## src/rtl/dskc_rst_pkg.sv

```systemverilog
package dskc_rst_pkg;

  typedef enum logic [1:0] {
    SRC_NONE   = 2'd0,
    SRC_RATE   = 2'd1,
    SRC_CTL    = 2'd2,
    SRC_HARD   = 2'd3
  } rst_src_e;

  // priority encoder of active reset sources
  function automatic rst_src_e pick_src(input logic hard, input logic ctl, input logic rate);
    if (hard)      return SRC_HARD;
    else if (ctl)  return SRC_CTL;
    else if (rate) return SRC_RATE;
    else           return SRC_NONE;
  endfunction

  // counter width that can hold the value n
  function automatic int cnt_bits(input int n);
    return (n < 2) ? 1 : $clog2(n + 1);
  endfunction

endpackage

```

## src/rtl/dskc_rst_sync.sv

```systemverilog
module dskc_rst_sync #(
  parameter int STAGES = 2
) (
  input  logic clk,
  input  logic por_n,
  input  logic pin_rst_n,
  output logic hard_rst
);
  logic any_n;
  logic [STAGES-1:0] chain;

  assign any_n = por_n & pin_rst_n;

  generate
    for (genvar i = 0; i < STAGES; i++) begin : g_stage
      if (i == 0) begin : g_first
        always_ff @(posedge clk or negedge any_n) begin
          if (!any_n) chain[i] <= 1'b0;
          else        chain[i] <= 1'b1;
        end
      end else begin : g_next
        always_ff @(posedge clk or negedge any_n) begin
          if (!any_n) chain[i] <= 1'b0;
          else        chain[i] <= chain[i-1];
        end
      end
    end
  endgenerate

  assign hard_rst = ~chain[STAGES-1];

endmodule

```

## src/rtl/dskc_sticky_rst.sv

```systemverilog
module dskc_sticky_rst #(
  parameter int DW  = 8,
  parameter int POS = 2
) (
  input  logic          clk,
  input  logic          hard_rst,
  input  logic          wr_hit,
  input  logic [DW-1:0] wr_data,
  output logic          sticky
);
  logic wr_bit;
  assign wr_bit = wr_data[POS];

  // bit is stored as "reset active"; host bit value 0 means reset requested
  always_ff @(posedge clk or posedge hard_rst) begin
    if (hard_rst)    sticky <= 1'b1;
    else if (wr_hit) sticky <= ~wr_bit;
  end

  AST_STICKY_HOLD: assert property (@(posedge clk) disable iff (hard_rst)
    (sticky && !wr_hit) |=> sticky);
  AST_STICKY_WRITE: assert property (@(posedge clk) disable iff (hard_rst)
    wr_hit |=> (sticky == !$past(wr_bit)));

endmodule

```

## src/rtl/dskc_selfclr_rst.sv

```systemverilog
module dskc_selfclr_rst
  import dskc_rst_pkg::*;
#(
  parameter int DW  = 8,
  parameter int POS = 7,
  parameter int LEN = 4
) (
  input  logic          clk,
  input  logic          hard_rst,
  input  logic          wr_hit,
  input  logic [DW-1:0] wr_data,
  input  logic          block,
  output logic          active
);
  localparam int CW = cnt_bits(LEN);
  localparam logic [CW-1:0] LEN_V = CW'(LEN);

  logic [CW-1:0] cnt;
  logic          load;

  assign load   = wr_hit & wr_data[POS] & ~block;
  assign active = (cnt != '0);

  always_ff @(posedge clk or posedge hard_rst) begin
    if (hard_rst)         cnt <= '0;
    else if (load)        cnt <= LEN_V;
    else if (cnt != '0)   cnt <= cnt - 1'b1;
  end

  always_comb begin
    AST_CNT_RANGE: assert (cnt <= LEN_V);
  end

  AST_SELF_DROP: assert property (@(posedge clk) disable iff (hard_rst)
    (cnt == CW'(1) && !load) |=> !active);
  AST_BLOCKED: assert property (@(posedge clk) disable iff (hard_rst)
    (!active && block && wr_hit) |=> !active);

endmodule

```

## src/rtl/dskc_rst_seq.sv

```systemverilog
module dskc_rst_seq
  import dskc_rst_pkg::*;
#(
  parameter int DW        = 8,
  parameter int SYNC_STG  = 2,
  parameter int CTL_POS   = 2,
  parameter int RATE_POS  = 7,
  parameter int RATE_LEN  = 4
) (
  input  logic          clk,
  input  logic          por_n,
  input  logic          pin_rst_n,
  input  logic          wr_en,
  input  logic          wr_sel,
  input  logic [DW-1:0] wr_data,
  input  logic          cfg_wr,
  input  logic          cfg_poll_off,
  output logic          core_rst,
  output logic          full_clr,
  output logic          soft_clr,
  output logic          abort_op,
  output logic          wake,
  output logic          exit_pulse,
  output logic          cfg_clr,
  output logic          poll_en,
  output logic          poll_start,
  output logic [1:0]    src_code,
  output logic          ctl_rst_bit,
  output logic          rate_rst_bit
);
  logic     hard_rst;
  logic     ctl_hit, rate_hit;
  logic     rst_q, poll_q;
  logic     onset;
  rst_src_e src;

  assign ctl_hit  = wr_en & ~wr_sel;
  assign rate_hit = wr_en &  wr_sel;

  dskc_rst_sync #(.STAGES(SYNC_STG)) u_sync (
    .clk       (clk),
    .por_n     (por_n),
    .pin_rst_n (pin_rst_n),
    .hard_rst  (hard_rst)
  );

  dskc_sticky_rst #(.DW(DW), .POS(CTL_POS)) u_ctl (
    .clk      (clk),
    .hard_rst (hard_rst),
    .wr_hit   (ctl_hit),
    .wr_data  (wr_data),
    .sticky   (ctl_rst_bit)
  );

  dskc_selfclr_rst #(.DW(DW), .POS(RATE_POS), .LEN(RATE_LEN)) u_rate (
    .clk      (clk),
    .hard_rst (hard_rst),
    .wr_hit   (rate_hit),
    .wr_data  (wr_data),
    .block    (ctl_rst_bit),
    .active   (rate_rst_bit)
  );

  // named internal events
  assign src        = pick_src(hard_rst, ctl_rst_bit, rate_rst_bit);
  assign core_rst   = (src != SRC_NONE);
  assign onset      = core_rst & ~rst_q;
  assign exit_pulse = ~core_rst & rst_q;

  assign src_code   = src;
  assign full_clr   = hard_rst;
  assign soft_clr   = core_rst;
  assign wake       = core_rst;
  assign abort_op   = hard_rst | onset;
  assign cfg_clr    = exit_pulse;
  assign poll_start = poll_en & ~poll_q;

  always_ff @(posedge clk or posedge hard_rst) begin
    if (hard_rst) begin
      rst_q  <= 1'b1;
      poll_q <= 1'b0;
    end else begin
      rst_q  <= core_rst;
      poll_q <= poll_en;
    end
  end

  always_ff @(posedge clk or posedge hard_rst) begin
    if (hard_rst)        poll_en <= 1'b0;
    else if (core_rst)   poll_en <= 1'b0;
    else if (exit_pulse) poll_en <= 1'b1;
    else if (cfg_wr)     poll_en <= ~cfg_poll_off;
  end

  always_comb begin
    if (ctl_rst_bit) begin
      AST_SRC_PRI: assert (src_code >= 2'd2);
    end
  end

  AST_EXIT_ONE: assert property (@(posedge clk) disable iff (hard_rst)
    exit_pulse |=> !exit_pulse);
  AST_ABORT_ONE: assert property (@(posedge clk) disable iff (hard_rst)
    onset |=> !onset);
  AST_POLL_AFTER_EXIT: assert property (@(posedge clk) disable iff (hard_rst)
    exit_pulse |=> (poll_en && poll_start));
  AST_NO_POLL_IN_RST: assert property (@(posedge clk) disable iff (hard_rst)
    core_rst |=> !poll_start);

endmodule

```

## config.mk

```make
export PLATFORM = sky130hd
export DESIGN_NAME = dskc_rst_seq
export DESIGN_NICKNAME = d
export VERILOG_FILES = /design/src/rtl/dskc_rst_pkg.sv /design/src/rtl/dskc_rst_sync.sv /design/src/rtl/dskc_sticky_rst.sv /design/src/rtl/dskc_selfclr_rst.sv /design/src/rtl/dskc_rst_seq.sv
export SDC_FILE = /design/constraint.sdc
export NUM_CORES = 1
export LEC_CHECK = 0
export ABC_AREA = 1
export BUFFER_PORTS_ARGS = -buffer_cell sky130_fd_sc_hd__buf_4
export CORE_AREA = 2 2 39 41
export CTS_CLUSTER_DIAMETER = 200
export CTS_CLUSTER_SIZE = 25
export DETAILED_ROUTE_END_ITERATION = 12
export DIE_AREA = 0 0 41 43
export PLACE_DENSITY = 0.65
export SYNTH_ARGS = -nofsm -noshare
export SYNTH_HDL_FRONTEND = slang
export SYNTH_SLANG_ARGS = --single-unit
```

## constraint.sdc

```tcl
create_clock -name clk -period 3.55 [get_ports clk]
set_input_delay 0.1775 -clock clk [delete_from_list [all_inputs] [get_ports clk]]
set_output_delay 0.1775 -clock clk [all_outputs]
set_load 0.01 [all_outputs]
```

==> impl_table.tex, run 1 <==
\begin{tabular}{lr}
\hline
Metric & Value \\
\hline
\multicolumn{2}{l}{\textbf{Placed design}} \\
Final Wtd Congestion & $\sim$0.74 \\
Count of buffers from port buffering & 21 \\
Detail Placement HPWL & 659 µm \\
Instance area after placement & between 600 and 700 µm² \\
\multicolumn{2}{l}{\textbf{Detailed routing}} \\
First-iteration detailed-routing DRC count & 9 \\
Detailed-route wire length per cell & 8.28 µm \\
Antenna viol nets, final & 0 \\
Count of vias placed by the detailed router & 413 \\
Total Routed Length & between 800 and 900 µm \\
Number of remaining DRC errors & 0 \\
First-pass iteration count of the detailed router & 4 \\
Detail-routed via count per cell & 4.21 \\
\multicolumn{2}{l}{\textbf{Power and ir drop}} \\
Lkg Pwr & around 0.00038 µW \\
Total power per unit cell area & 594 nW/µm² \\
Highest ir drop seen on vdd & about 0.27 mV \\
\multicolumn{2}{l}{\textbf{Die}} \\
Initial core utilization & 33.3\% \\
I/O pin count & 28 \\
Die outline width & 41 µm \\
Core region area & 1380 µm² \\
Total die area & 1760 µm² \\
Cell row count & 14 \\
Height of the die & $\sim$43 µm \\
\multicolumn{2}{l}{\textbf{Synthesis}} \\
Fraction of synthesized cell area taken by the top area cell type & approximately two fifths \\
Post-synth EDFFs & 0 \\
Ys async rst share & 100\% \\
Synthesized Nets & 75 \\
Top FF cell, synth & sky130\_fd\_sc\_hd\_\_dfrtp\_1 \\
Count of different cell masters after synthesis & 14 \\
Area leader, netlist & sky130\_fd\_sc\_hd\_\_dfrtp\_1 \\
Yosys synthesis warning count & 0 \\
Synth top area cells & sky130\_fd\_sc\_hd\_\_dfrtp\_1, sky130\_fd\_sc\_hd\_\_dfstp\_2, sky130\_fd\_sc\_hd\_\_nand2\_1 \\
Number of flip-flops and latches in the synthesized netlist & 9 \\
Sequential area share after synthesis & a little under 50\% \\
Post-Syn Area & 460 µm² \\
Most frequent cell after synthesis & sky130\_fd\_sc\_hd\_\_nand2\_1 \\
Top cell types by occurrence after synthesis & sky130\_fd\_sc\_hd\_\_nand2\_1, sky130\_fd\_sc\_hd\_\_inv\_1, sky130\_fd\_sc\_hd\_\_dfrtp\_1 \\
Avg Cell Area, Syn & $\sim$8 µm² \\
Cells after synthesis & 58 \\
\multicolumn{2}{l}{\textbf{Layout}} \\
Total number of nets in the final design & 100 \\
Total non-filler cell area in the finished layout & 662 µm² \\
Area Overhead vs Synth & 43.7\% \\
Layout cell share with drive strength beyond 1 & 35.4\% \\
Antenna diode count & 0 \\
\multicolumn{2}{l}{\textbf{Timing}} \\
Final Critical Period & 1.70 ns \\
Max Clock Freq & 589 MHz \\
Setup skew after layout & 0.00420 ns \\
RSZ-0062 raised after global routing & false \\
Sum Neg Setup Slack & 0 ns \\
Final critical-path share of the clock period & a little under half \\
Number of failing setup endpoints in the final timing report & 0 \\
Fin. max-slew vios & 0 \\
Endpoints failing hold & 0 \\
\multicolumn{2}{l}{\textbf{Setup path}} \\
Critical path startpoint category & flip-flop \\
Max stage delay on crit path & 0.37 ns \\
Data arrival time of the critical path & between 1.5 and 2 ns \\
Slowest CP cell & sky130\_fd\_sc\_hd\_\_dfrtp\_1 \\
Reg-to-reg setup timing slack & roughly 2.4 ns \\
CP Capture Type & primary output \\
Crit path kind & flip-flop to primary output \\
Maximum fanout encountered on the critical timing path & 7 \\
Required time at the worst-slack endpoint & 3.37 ns \\
Beginning of the worst register-to-register path & u\_rate.cnt[0] \\
Crit-path cells & inv\_1, ha\_1, inv\_1, nor2\_1, nand2\_2, nor2\_1, buf\_4 \\
Reg2reg end & poll\_en \\
Worst Reg-to-Reg Cells & 6 \\
\multicolumn{2}{l}{\textbf{Global routing}} \\
Overall track demand over capacity in global routing & 11.8\% \\
Largest net degree at the start of global routing & 11 \\
Remaining global-route overflow & 0 \\
Antenna violations before repair & 0 \\
Global-route wire length before repair & 1350 µm \\
Number of global-route vias before repair & 365 \\
\multicolumn{2}{l}{\textbf{CTS}} \\
Setup repair bufs after CTS & 0 \\
Clock insertion delay at the later pin of the skew report & 0.26 ns \\
Count of cells resized by post-cts repair & 0 \\
Clock root buffer & sky130\_fd\_sc\_hd\_\_clkbuf\_4 \\
CTS tree & done \\
Total clock buffers created by CTS & 3 \\
\# H-tree levels & 1 \\
Clk pin slew, worst setup/hold paths & 0.06 ns \\
Clk buf depth & 2 \\
Quantity of hold-fixing buffers added after cts & 2 \\
Sinks on the clock net & 9 \\
\multicolumn{2}{l}{\textbf{Outcome}} \\
Status & finished clean \\
\multicolumn{2}{l}{\textbf{Worst hold path}} \\
Hold Path Cell Cnt & 2 \\
Min-Delay Endpoint & u\_ctl.sticky \\
Source of the worst hold timing path & wr\_data[2] \\
Class of the tightest hold or removal check & input pin to flip-flop \\
\multicolumn{2}{l}{\textbf{Run}} \\
Max capacitance violation total & 0 \\
\hline
\end{tabular}
## stage by stage
stage	hold WS (ns)	worst slack, ns	util [%]	cells	total power [µW]
2_1_floorplan	-0.0440	2.05	-	58	264
3_3_place_gp	0.0448	2.12	44.5	92	315
3_5_place_dp	0.0533	2.12	44.5	92	319
4_1_cts	0.0675	1.83	47.8	98	400
5_1_grt	0.0739	1.66	47.8	98	432
6_report	0.0758	1.85	47.8	98	393
## critical path, delay by kind of cell (launching register included)
kind                     cells  cell delay [ns]
adder cells (fa/ha/maj)      1             0.21
buffers and inverters        3             0.28
flip-flops                   1             0.37
AND/OR/NAND/NOR              3             0.39
## logic make-up after synthesis
group                      after synthesis  share of synthesized area (%)
adders and majority gates                2                           5.43
other                                    1                          0.814
and+or+nand+nor                         24                           21.5
DFF                                      9                           49.5
AOI/OAI and AO/OA                        6                           7.34
buffers and inverters                   16                           15.5
## worst max-delay path by stage
stage,from,end,slack [ns],cells after the start
after floorplan,u_rate.cnt[0],exit_pulse,2.05,7
after global placement,u_rate.cnt[0],cfg_clr,2.12,7
after detailed placement,u_rate.cnt[0],cfg_clr,2.12,7
after CTS,u_rate.cnt[0],cfg_clr,1.83,7
after global routing,u_rate.cnt[0],cfg_clr,1.66,7
final,u_rate.cnt[0],cfg_clr,1.85,7
## flip-flops by register name, indices dropped and copies added, names as in the netlist
| register | cells |
|---|---|
| poll_q | 1 |
| u_ctl.sticky | 1 |
| u_sync.chain | 2 |
| u_rate.cnt | 3 |
| poll_en | 1 |
| rst_q | 1 |
## layout make-up
| class | count | area, µm² |
|---|---|---|
| well taps | 16 | 20.0 |
| clock buffers | 4 | 26.3 |
| repair buffers | 23 | 178 |
| flip-flops and latches | 9 | 228 |
| multi-input cells | 33 | 161 |
| inverters | 13 | 48.8 |
| fillers | 150 | 722 |
## cells in the final DEF, fill, tap and decap left out
master,instances
sky130_fd_sc_hd__a21oi_1,1
sky130_fd_sc_hd__nand2_1,14
sky130_fd_sc_hd__buf_4,21
sky130_fd_sc_hd__o21ai_0,4
sky130_fd_sc_hd__ha_1,2
sky130_fd_sc_hd__clkbuf_1,1
sky130_fd_sc_hd__nor2_1,5
sky130_fd_sc_hd__dfstp_2,2
sky130_fd_sc_hd__nand2_2,1
sky130_fd_sc_hd__inv_1,13
sky130_fd_sc_hd__dlygate4sd3_1,2
sky130_fd_sc_hd__nor2_2,1
sky130_fd_sc_hd__a21oi_2,1
sky130_fd_sc_hd__dfrtp_1,7
sky130_fd_sc_hd__clkbuf_4,3
sky130_fd_sc_hd__conb_1,1
sky130_fd_sc_hd__nand3_1,3
## routing by layer
metal | GRT usage, % | part of all wire (%) | vias to the layer above
met3 | 7.85 | 5.2 | 2
met1 | 12.0 | 39 | 184
li1 | - | - | 216
met5 | 0 | 0 | -
met2 | 18.4 | 55 | 11
met4 | 4.00 | 0.74 | 0
## power by group
group          internal, µW  switching (µW)
Sequential              131            15.9
Clock                  43.2            34.2
Combinational          77.0            91.8
Total                   252             142
No activity file was read; power rests on OpenSTA's default activity.
==> run 2: changes to the inputs <==
--- a/config.mk
+++ b/config.mk
@@ -12,7 +12,7 @@
 export CTS_CLUSTER_SIZE = 25
 export DETAILED_ROUTE_END_ITERATION = 12
 export DIE_AREA = 0 0 41 43
-export PLACE_DENSITY = 0.65
+export PLACE_DENSITY = 0.68
 export SYNTH_ARGS = -nofsm -noshare
 export SYNTH_HDL_FRONTEND = slang
 export SYNTH_SLANG_ARGS = --single-unit
==> constraint.sdc (replaced) <==
create_clock -name clk -period 1.54 [get_ports clk]
set_input_delay 0.077 -clock clk [delete_from_list [all_inputs] [get_ports clk]]
set_output_delay 0.077 -clock clk [all_outputs]
set_load 0.01 [all_outputs]
==> impl_table.tex, run 2 (synthesized netlist as in run 1, its figures left out) <==
\begin{tabular}{lr}
\hline
Metric & Value \\
\hline
\multicolumn{2}{l}{\textbf{Outcome}} \\
Status & finished clean (unchanged) \\
\multicolumn{2}{l}{\textbf{Setup path}} \\
Data arrival time of the critical path & 1.44 ns (was 1.52 ns) \\
Number of buffers and inverters on the critical path & 4 (was 3) \\
Crit-path cells & inv\_2, ha\_4, inv\_2, nor2\_4, nand2\_4, buf\_6, buf\_4 (was inv\_1, ha\_1, inv\_1, nor2\_1, nand2\_2, nor2\_1, buf\_4) \\
Crit-path leading delay family & buffers and inverters (was simple AND/OR/NAND/NOR gates) \\
Crit path kind & flip-flop to primary output (unchanged) \\
Required time at the worst-slack endpoint & 1.46 ns (was 3.37 ns) \\
Max stage delay on crit path & 0.39 ns (was 0.37 ns) \\
Critical path startpoint category & flip-flop (unchanged) \\
Reg-to-reg setup timing slack & 0.32 ns (was 2.38 ns) \\
Slowest CP cell & sky130\_fd\_sc\_hd\_\_dfrtp\_1 (unchanged) \\
Worst Reg-to-Reg Cells & 7 (was 6) \\
CP Capture Type & primary output (unchanged) \\
Stages on worst setup path & 7 (unchanged) \\
Maximum fanout encountered on the critical timing path & 5 (was 7) \\
Most common cell on crit path & sky130\_fd\_sc\_hd\_\_inv\_2 \\
\multicolumn{2}{l}{\textbf{Die}} \\
Total die area & 1760 µm² (unchanged) \\
Cell row count & 14 (unchanged) \\
Core region area & 1380 µm² (unchanged) \\
Height of the die & 43 µm (unchanged) \\
Initial core utilization & 33.3\% (unchanged) \\
I/O pin count & 28 (unchanged) \\
Die outline width & 41 µm (unchanged) \\
\multicolumn{2}{l}{\textbf{Layout}} \\
Commonest cells after routing, fill and taps aside & sky130\_fd\_sc\_hd\_\_buf\_4, sky130\_fd\_sc\_hd\_\_nand2\_1, sky130\_fd\_sc\_hd\_\_inv\_1 (unchanged) \\
Antenna diode count & 0 (unchanged) \\
Post-route insts no fill & 107 (was 98) \\
Total number of nets in the final design & 109 (was 100) \\
Layout cell share with drive strength beyond 1 & 49.5\% (was 35.4\%) \\
Number of inserted filler cells in the final layout & 133 (was 150) \\
Largest register FFs & 3 (unchanged) \\
Largest registers & u\_rate.cnt: 3 flops, u\_sync.chain: 2 flops (unchanged) \\
Most common cell after layout, fill and taps aside & sky130\_fd\_sc\_hd\_\_buf\_4 (unchanged) \\
Final Util & 56.1\% (was 47.8\%) \\
Area Overhead vs Synth & 68.5\% (was 43.7\%) \\
Largest Register & u\_rate.cnt (unchanged) \\
\multicolumn{2}{l}{\textbf{Timing}} \\
Number of failing setup endpoints in the final timing report & 0 (unchanged) \\
Final critical-path share of the clock period & 98.7\% \\
Max Clock Freq & 658 MHz \\
Worst hold margin & 0.0677 ns (was 0.0758 ns) \\
RSZ-0062 raised after global routing & true (was false) \\
Fin. max-slew vios & 0 (unchanged) \\
Endpoints failing hold & 0 (unchanged) \\
Final Critical Period & 1.52 ns \\
Setup skew after layout & 0.00177 ns (was 0.00420 ns) \\
\multicolumn{2}{l}{\textbf{Detailed routing}} \\
Antenna viol nets, final & 0 (unchanged) \\
First-pass iteration count of the detailed router & 4 (unchanged) \\
Count of vias placed by the detailed router & 474 (was 413) \\
Detailed-route wire length per cell & 10.6 µm (was 8.28 µm) \\
First-iteration detailed-routing DRC count & 2 (was 9) \\
Detail-routed via count per cell & 4.43 (was 4.21) \\
Total Routed Length & 1140 µm (was 811 µm) \\
Number of remaining DRC errors & 0 (unchanged) \\
\multicolumn{2}{l}{\textbf{CTS}} \\
CTS tree & done (unchanged) \\
Clock root buffer & sky130\_fd\_sc\_hd\_\_clkbuf\_4 (unchanged) \\
\# H-tree levels & 1 (unchanged) \\
Sinks on the clock net & 9 (unchanged) \\
Clk buf depth & 2 (unchanged) \\
Total clock buffers created by CTS & 3 (unchanged) \\
Clk pin slew, worst setup/hold paths & 0.07 ns (was 0.06 ns) \\
Clock insertion delay at the later pin of the skew report & 0.27 ns (was 0.26 ns) \\
\multicolumn{2}{l}{\textbf{Run}} \\
Max capacitance violation total & 0 (unchanged) \\
\multicolumn{2}{l}{\textbf{Power and ir drop}} \\
Total power per unit cell area & 1440 nW/µm² (was 594 nW/µm²) \\
Highest ir drop seen on vdd & 0.651 mV (was 0.270 mV) \\
Lkg Pwr & 0.000431 µW (was 0.000378 µW) \\
\multicolumn{2}{l}{\textbf{Worst hold path}} \\
Hold Path Cell Cnt & 4 (was 2) \\
Class of the tightest hold or removal check & input pin to flip-flop (unchanged) \\
\multicolumn{2}{l}{\textbf{Global routing}} \\
Number of global-route vias before repair & 445 (was 365) \\
Overall track demand over capacity in global routing & 14.2\% (was 11.8\%) \\
Global-route wire length before repair & 1690 µm (was 1350 µm) \\
Antenna violations before repair & 0 (unchanged) \\
Remaining global-route overflow & 0 (unchanged) \\
Largest net degree at the start of global routing & 10 (was 11) \\
\multicolumn{2}{l}{\textbf{Placed design}} \\
Cell count after placement & 93 (was 92) \\
Count of buffers from port buffering & 21 (unchanged) \\
Final Wtd Congestion & 0.715 (was 0.737) \\
Detail Placement HPWL & 729 µm (was 659 µm) \\
\hline
\end{tabular}
run 2: cell types whose count changed in the layout (fill, tap and decap cells not counted), sizes merged:
cell         delta
dlygate4sd3     +1
buf             +8
run 2: where the power goes:
| part | internal (µW) | switching, µW |
|---|---|---|
| sequential | 303 | 47.5 |
| clock | 101 | 96.3 |
| combinational | 285 | 285 |
run 2: repair_timing:
item,in CTS,in global routing
setup endpoints to repair,3,6
pin swaps,2,4
hold endpoints to repair,3,0
setup buffers,2,5
gates resized for setup,4,10
hold buffers,3,0
run 2: cell type report:
type | instances | area, µm² | area share [%]
flip-flops and latches | 9 | 228 | 29.4
multi-input cells | 33 | 194 | 25.0
well taps | 16 | 20.0 | 2.58
clock buffers | 4 | 26.3 | 3.39
inverters | 13 | 48.8 | 6.29
repair buffers | 32 | 259 | 33.4
run 2: final timing paths:
kind	startpoint	endpoint
worst max-delay path	u_rate.cnt[0]	core_rst
worst min-delay path	wr_sel	u_ctl.sticky
min in group asynchronous	u_sync.chain[1]	u_rate.cnt[2]
worst max register to register	u_rate.cnt[0]	rst_q
max in group asynchronous	pin_rst_n	u_sync.chain[1]
worst min register to register	u_sync.chain[1]	u_rate.cnt[2]
run 2: metrics by stage:
step | TNS (ns) | power (µW) | instance area, µm² | setup WS [ns]
global placement | 0 | 725 | 623 | 0.216
floorplan | 0 | 608 | 460 | 0.144
CTS | 0 | 998 | 712 | 0.00272
detailed placement | 0 | 746 | 623 | 0.180
finish | 0 | 1120 | 776 | 0.0208
global route | -0.194 | 1210 | 776 | -0.0328
run 2: worst min-delay path, cell delays in order:
cell	delay (ns)
sky130_fd_sc_hd__buf_4	0.08
sky130_fd_sc_hd__inv_1	0.03
sky130_fd_sc_hd__nand2_1	0.06
sky130_fd_sc_hd__o21ai_0	0.08
run 2: per-layer routing:
metal  track usage, %  wire length, µm  vias up
met5                0                0        -
met4             8.00               23        0
met3             3.66               41        3
met2             24.7              622       12
met1             14.0              450      228
li1                 -                -      231
==> run 3: changes to the inputs <==
--- a/config.mk
+++ b/config.mk
@@ -6,13 +6,13 @@
 export NUM_CORES = 1
 export LEC_CHECK = 0
 export ABC_AREA = 1
-export BUFFER_PORTS_ARGS = -buffer_cell sky130_fd_sc_hd__buf_4
 export CORE_AREA = 2 2 39 41
 export CTS_CLUSTER_DIAMETER = 200
 export CTS_CLUSTER_SIZE = 25
 export DETAILED_ROUTE_END_ITERATION = 12
 export DIE_AREA = 0 0 41 43
-export PLACE_DENSITY = 0.68
+export DONT_BUFFER_PORTS = 1
+export PLACE_DENSITY = 0.49
 export SYNTH_ARGS = -nofsm -noshare
 export SYNTH_HDL_FRONTEND = slang
 export SYNTH_SLANG_ARGS = --single-unit
==> impl_table.tex, run 3 (synthesized netlist as in run 1, its figures left out) <==
\begin{tabular}{lr}
\hline
Metric & Value \\
\hline
\multicolumn{2}{l}{\textbf{Outcome}} \\
Status & finished clean (unchanged) \\
\multicolumn{2}{l}{\textbf{Worst hold path}} \\
Source of the worst hold timing path & cfg\_wr (was wr\_sel) \\
Min-Delay Endpoint & poll\_en (was u\_ctl.sticky) \\
Hold Path Cell Cnt & 3 (was 4) \\
Class of the tightest hold or removal check & input pin to flip-flop (unchanged) \\
\multicolumn{2}{l}{\textbf{Layout}} \\
Number of inserted filler cells in the final layout & 144 (was 133) \\
Post-route insts no fill & 86 (was 107) \\
Largest Register & u\_rate.cnt (unchanged) \\
Largest registers & u\_rate.cnt: 3 flops, u\_sync.chain: 2 flops (unchanged) \\
Area Overhead vs Synth & 30.2\% (was 68.5\%) \\
Commonest cells after routing, fill and taps aside & sky130\_fd\_sc\_hd\_\_nand2\_1, sky130\_fd\_sc\_hd\_\_inv\_1, sky130\_fd\_sc\_hd\_\_dlygate4sd3\_1, sky130\_fd\_sc\_hd\_\_dfrtp\_1 (was sky130\_fd\_sc\_hd\_\_buf\_4, sky130\_fd\_sc\_hd\_\_nand2\_1, sky130\_fd\_sc\_hd\_\_inv\_1) \\
Largest register FFs & 3 (unchanged) \\
Layout cell share with drive strength beyond 1 & 22.9\% (was 49.5\%) \\
Most common cell after layout, fill and taps aside & sky130\_fd\_sc\_hd\_\_nand2\_1 (was sky130\_fd\_sc\_hd\_\_buf\_4) \\
Total number of nets in the final design & 88 (was 109) \\
Antenna diode count & 0 (unchanged) \\
Final Util & 43.3\% (was 56.1\%) \\
\multicolumn{2}{l}{\textbf{Timing}} \\
Setup skew after layout & 0.00363 ns (was 0.00177 ns) \\
Final critical-path share of the clock period & 93.1\% (was 98.7\%) \\
Number of failing setup endpoints in the final timing report & 0 (unchanged) \\
Endpoints failing hold & 0 (unchanged) \\
Max Clock Freq & 697 MHz (was 658 MHz) \\
Fin. max-slew vios & 0 (unchanged) \\
Final Critical Period & 1.43 ns (was 1.52 ns) \\
\multicolumn{2}{l}{\textbf{Detailed routing}} \\
Total Routed Length & 815 µm (was 1140 µm) \\
Count of vias placed by the detailed router & 369 (was 474) \\
Number of remaining DRC errors & 0 (unchanged) \\
Detailed-route wire length per cell & 9.48 µm (was 10.6 µm) \\
First-pass iteration count of the detailed router & 1 (was 4) \\
Antenna viol nets, final & 0 (unchanged) \\
Detail-routed via count per cell & 4.29 (was 4.43) \\
First-iteration detailed-routing DRC count & 0 (was 2) \\
\multicolumn{2}{l}{\textbf{CTS}} \\
Clk pin slew, worst setup/hold paths & 0.06 ns (was 0.07 ns) \\
Clock root buffer & sky130\_fd\_sc\_hd\_\_clkbuf\_4 (unchanged) \\
Sinks on the clock net & 9 (unchanged) \\
\# H-tree levels & 1 (unchanged) \\
Clock insertion delay at the later pin of the skew report & 0.25 ns (was 0.27 ns) \\
CTS tree & done (unchanged) \\
Total clock buffers created by CTS & 3 (unchanged) \\
Clk buf depth & 2 (unchanged) \\
\multicolumn{2}{l}{\textbf{Setup path}} \\
Max stage delay on crit path & 0.39 ns (about the same) \\
Slowest CP cell & sky130\_fd\_sc\_hd\_\_dfrtp\_1 (unchanged) \\
CP Capture Type & primary output (unchanged) \\
Critical path startpoint category & flip-flop (unchanged) \\
Required time at the worst-slack endpoint & 1.46 ns (about the same) \\
Beginning of the worst register-to-register path & u\_ctl.sticky (was u\_rate.cnt[0]) \\
Crit-path cells & inv\_2, ha\_4, inv\_1, nor2\_2, nand2\_2, nor2\_1, buf\_4 (was inv\_2, ha\_4, inv\_2, nor2\_4, nand2\_4, buf\_6, buf\_4) \\
Data arrival time of the critical path & 1.36 ns (was 1.44 ns) \\
Reg2reg end & u\_ctl.sticky (was rst\_q) \\
Worst Reg-to-Reg Cells & 3 (was 7) \\
Crit path kind & flip-flop to primary output (unchanged) \\
Maximum fanout encountered on the critical timing path & 4 (was 5) \\
Reg-to-reg setup timing slack & 0.17 ns (was 0.32 ns) \\
\multicolumn{2}{l}{\textbf{Power and ir drop}} \\
Total power per unit cell area & 1500 nW/µm² (was 1440 nW/µm²) \\
Lkg Pwr & 0.000314 µW (was 0.000431 µW) \\
Highest ir drop seen on vdd & 0.682 mV (was 0.651 mV) \\
\multicolumn{2}{l}{\textbf{Placed design}} \\
Count of buffers from port buffering & 0 (was 21) \\
Cell count after placement & 74 (was 93) \\
Final Wtd Congestion & 0.639 (was 0.715) \\
\multicolumn{2}{l}{\textbf{Global routing}} \\
Global-route wire length before repair & 1380 µm (was 1690 µm) \\
Overall track demand over capacity in global routing & 11.6\% (was 14.2\%) \\
Remaining global-route overflow & 0 (unchanged) \\
Largest net degree at the start of global routing & 10 (unchanged) \\
Antenna violations before repair & 0 (unchanged) \\
Number of global-route vias before repair & 349 (was 445) \\
\multicolumn{2}{l}{\textbf{Run}} \\
Max capacitance violation total & 0 (unchanged) \\
\multicolumn{2}{l}{\textbf{Die}} \\
I/O pin count & 28 (unchanged) \\
Cell row count & 14 (unchanged) \\
Die outline width & 41 µm (unchanged) \\
Total die area & 1760 µm² (unchanged) \\
Initial core utilization & 33.3\% (unchanged) \\
Core region area & 1380 µm² (unchanged) \\
Height of the die & 43 µm (unchanged) \\
\hline
\end{tabular}
[run 3: how the worst max path moves through the flow]
stage                     slack [ns]         end          start  depth (start not counted)
after floorplan                 0.14  exit_pulse  u_rate.cnt[0]                          7
after global placement          0.22  exit_pulse  u_rate.cnt[0]                          7
after detailed placement        0.21  exit_pulse  u_rate.cnt[0]                          7
after CTS                       0.03  exit_pulse  u_rate.cnt[0]                          7
after global routing         -0.0001     cfg_clr  u_rate.cnt[0]                          7
final                           0.11  exit_pulse  u_rate.cnt[1]                          7
[run 3: metrics by stage]
| step | setup TNS [ns] | setup slack (ns) | hold slack, ns | cell area (µm²) | total power, µW |
|---|---|---|---|---|---|
| finish | 0 | 0.106 | 0.0412 | 599 | 897 |
| global route | -0.000265 | -0.000137 | 0.0421 | 599 | 996 |
| CTS | 0 | 0.0256 | 0.0473 | 592 | 903 |
| detailed placement | 0 | 0.207 | -0.133 | 480 | 662 |
| global placement | 0 | 0.225 | -0.138 | 480 | 652 |
| floorplan | 0 | 0.144 | -0.145 | 460 | 608 |
[run 3: what timing repair did]
item | 4_1_cts | 5_1_grt
endpoints found under the hold margin | 4 | 0
setup endpoints to repair | 5 | 2
pin swaps | 1 | 1
resized for setup | 3 | 2
hold buffers | 7 | 0
setup buffers | 0 | 1
[run 3: worst max-delay path, delay by kind of cell, from the launching register on]
family,cells,cell delay (ns)
and+or+nand+nor,3,0.30
buffers and inverters,3,0.27
adders and majority gates,1,0.15
DFF,1,0.39
[run 3: where the power goes]
part           switching [µW]  total [µW]  leakage, µW  internal [µW]
combinational             220         374     0.000191            153
clock                    78.3         178    0.0000150           99.6
sequential               43.0         346     0.000108            303
total                     342         897     0.000314            556
[run 3: layout make-up]
cell class / count / area, µm² / area share, %
flip-flops and latches: 9 / 228 / 38.0
multi-input cells: 33 / 176 / 29.4
repair buffers: 11 / 100 / 16.7
inverters: 13 / 48.8 / 8.14
clock buffers: 4 / 26.3 / 4.38
well taps: 16 / 20.0 / 3.34
[run 3: layer usage]
layer	track usage [%]	wire [µm]	vias to the layer above
met1	14.9	355	166
met4	6.00	5	0
met3	3.66	37	2
met5	0	0	-
met2	16.9	416	9
li1	-	-	192
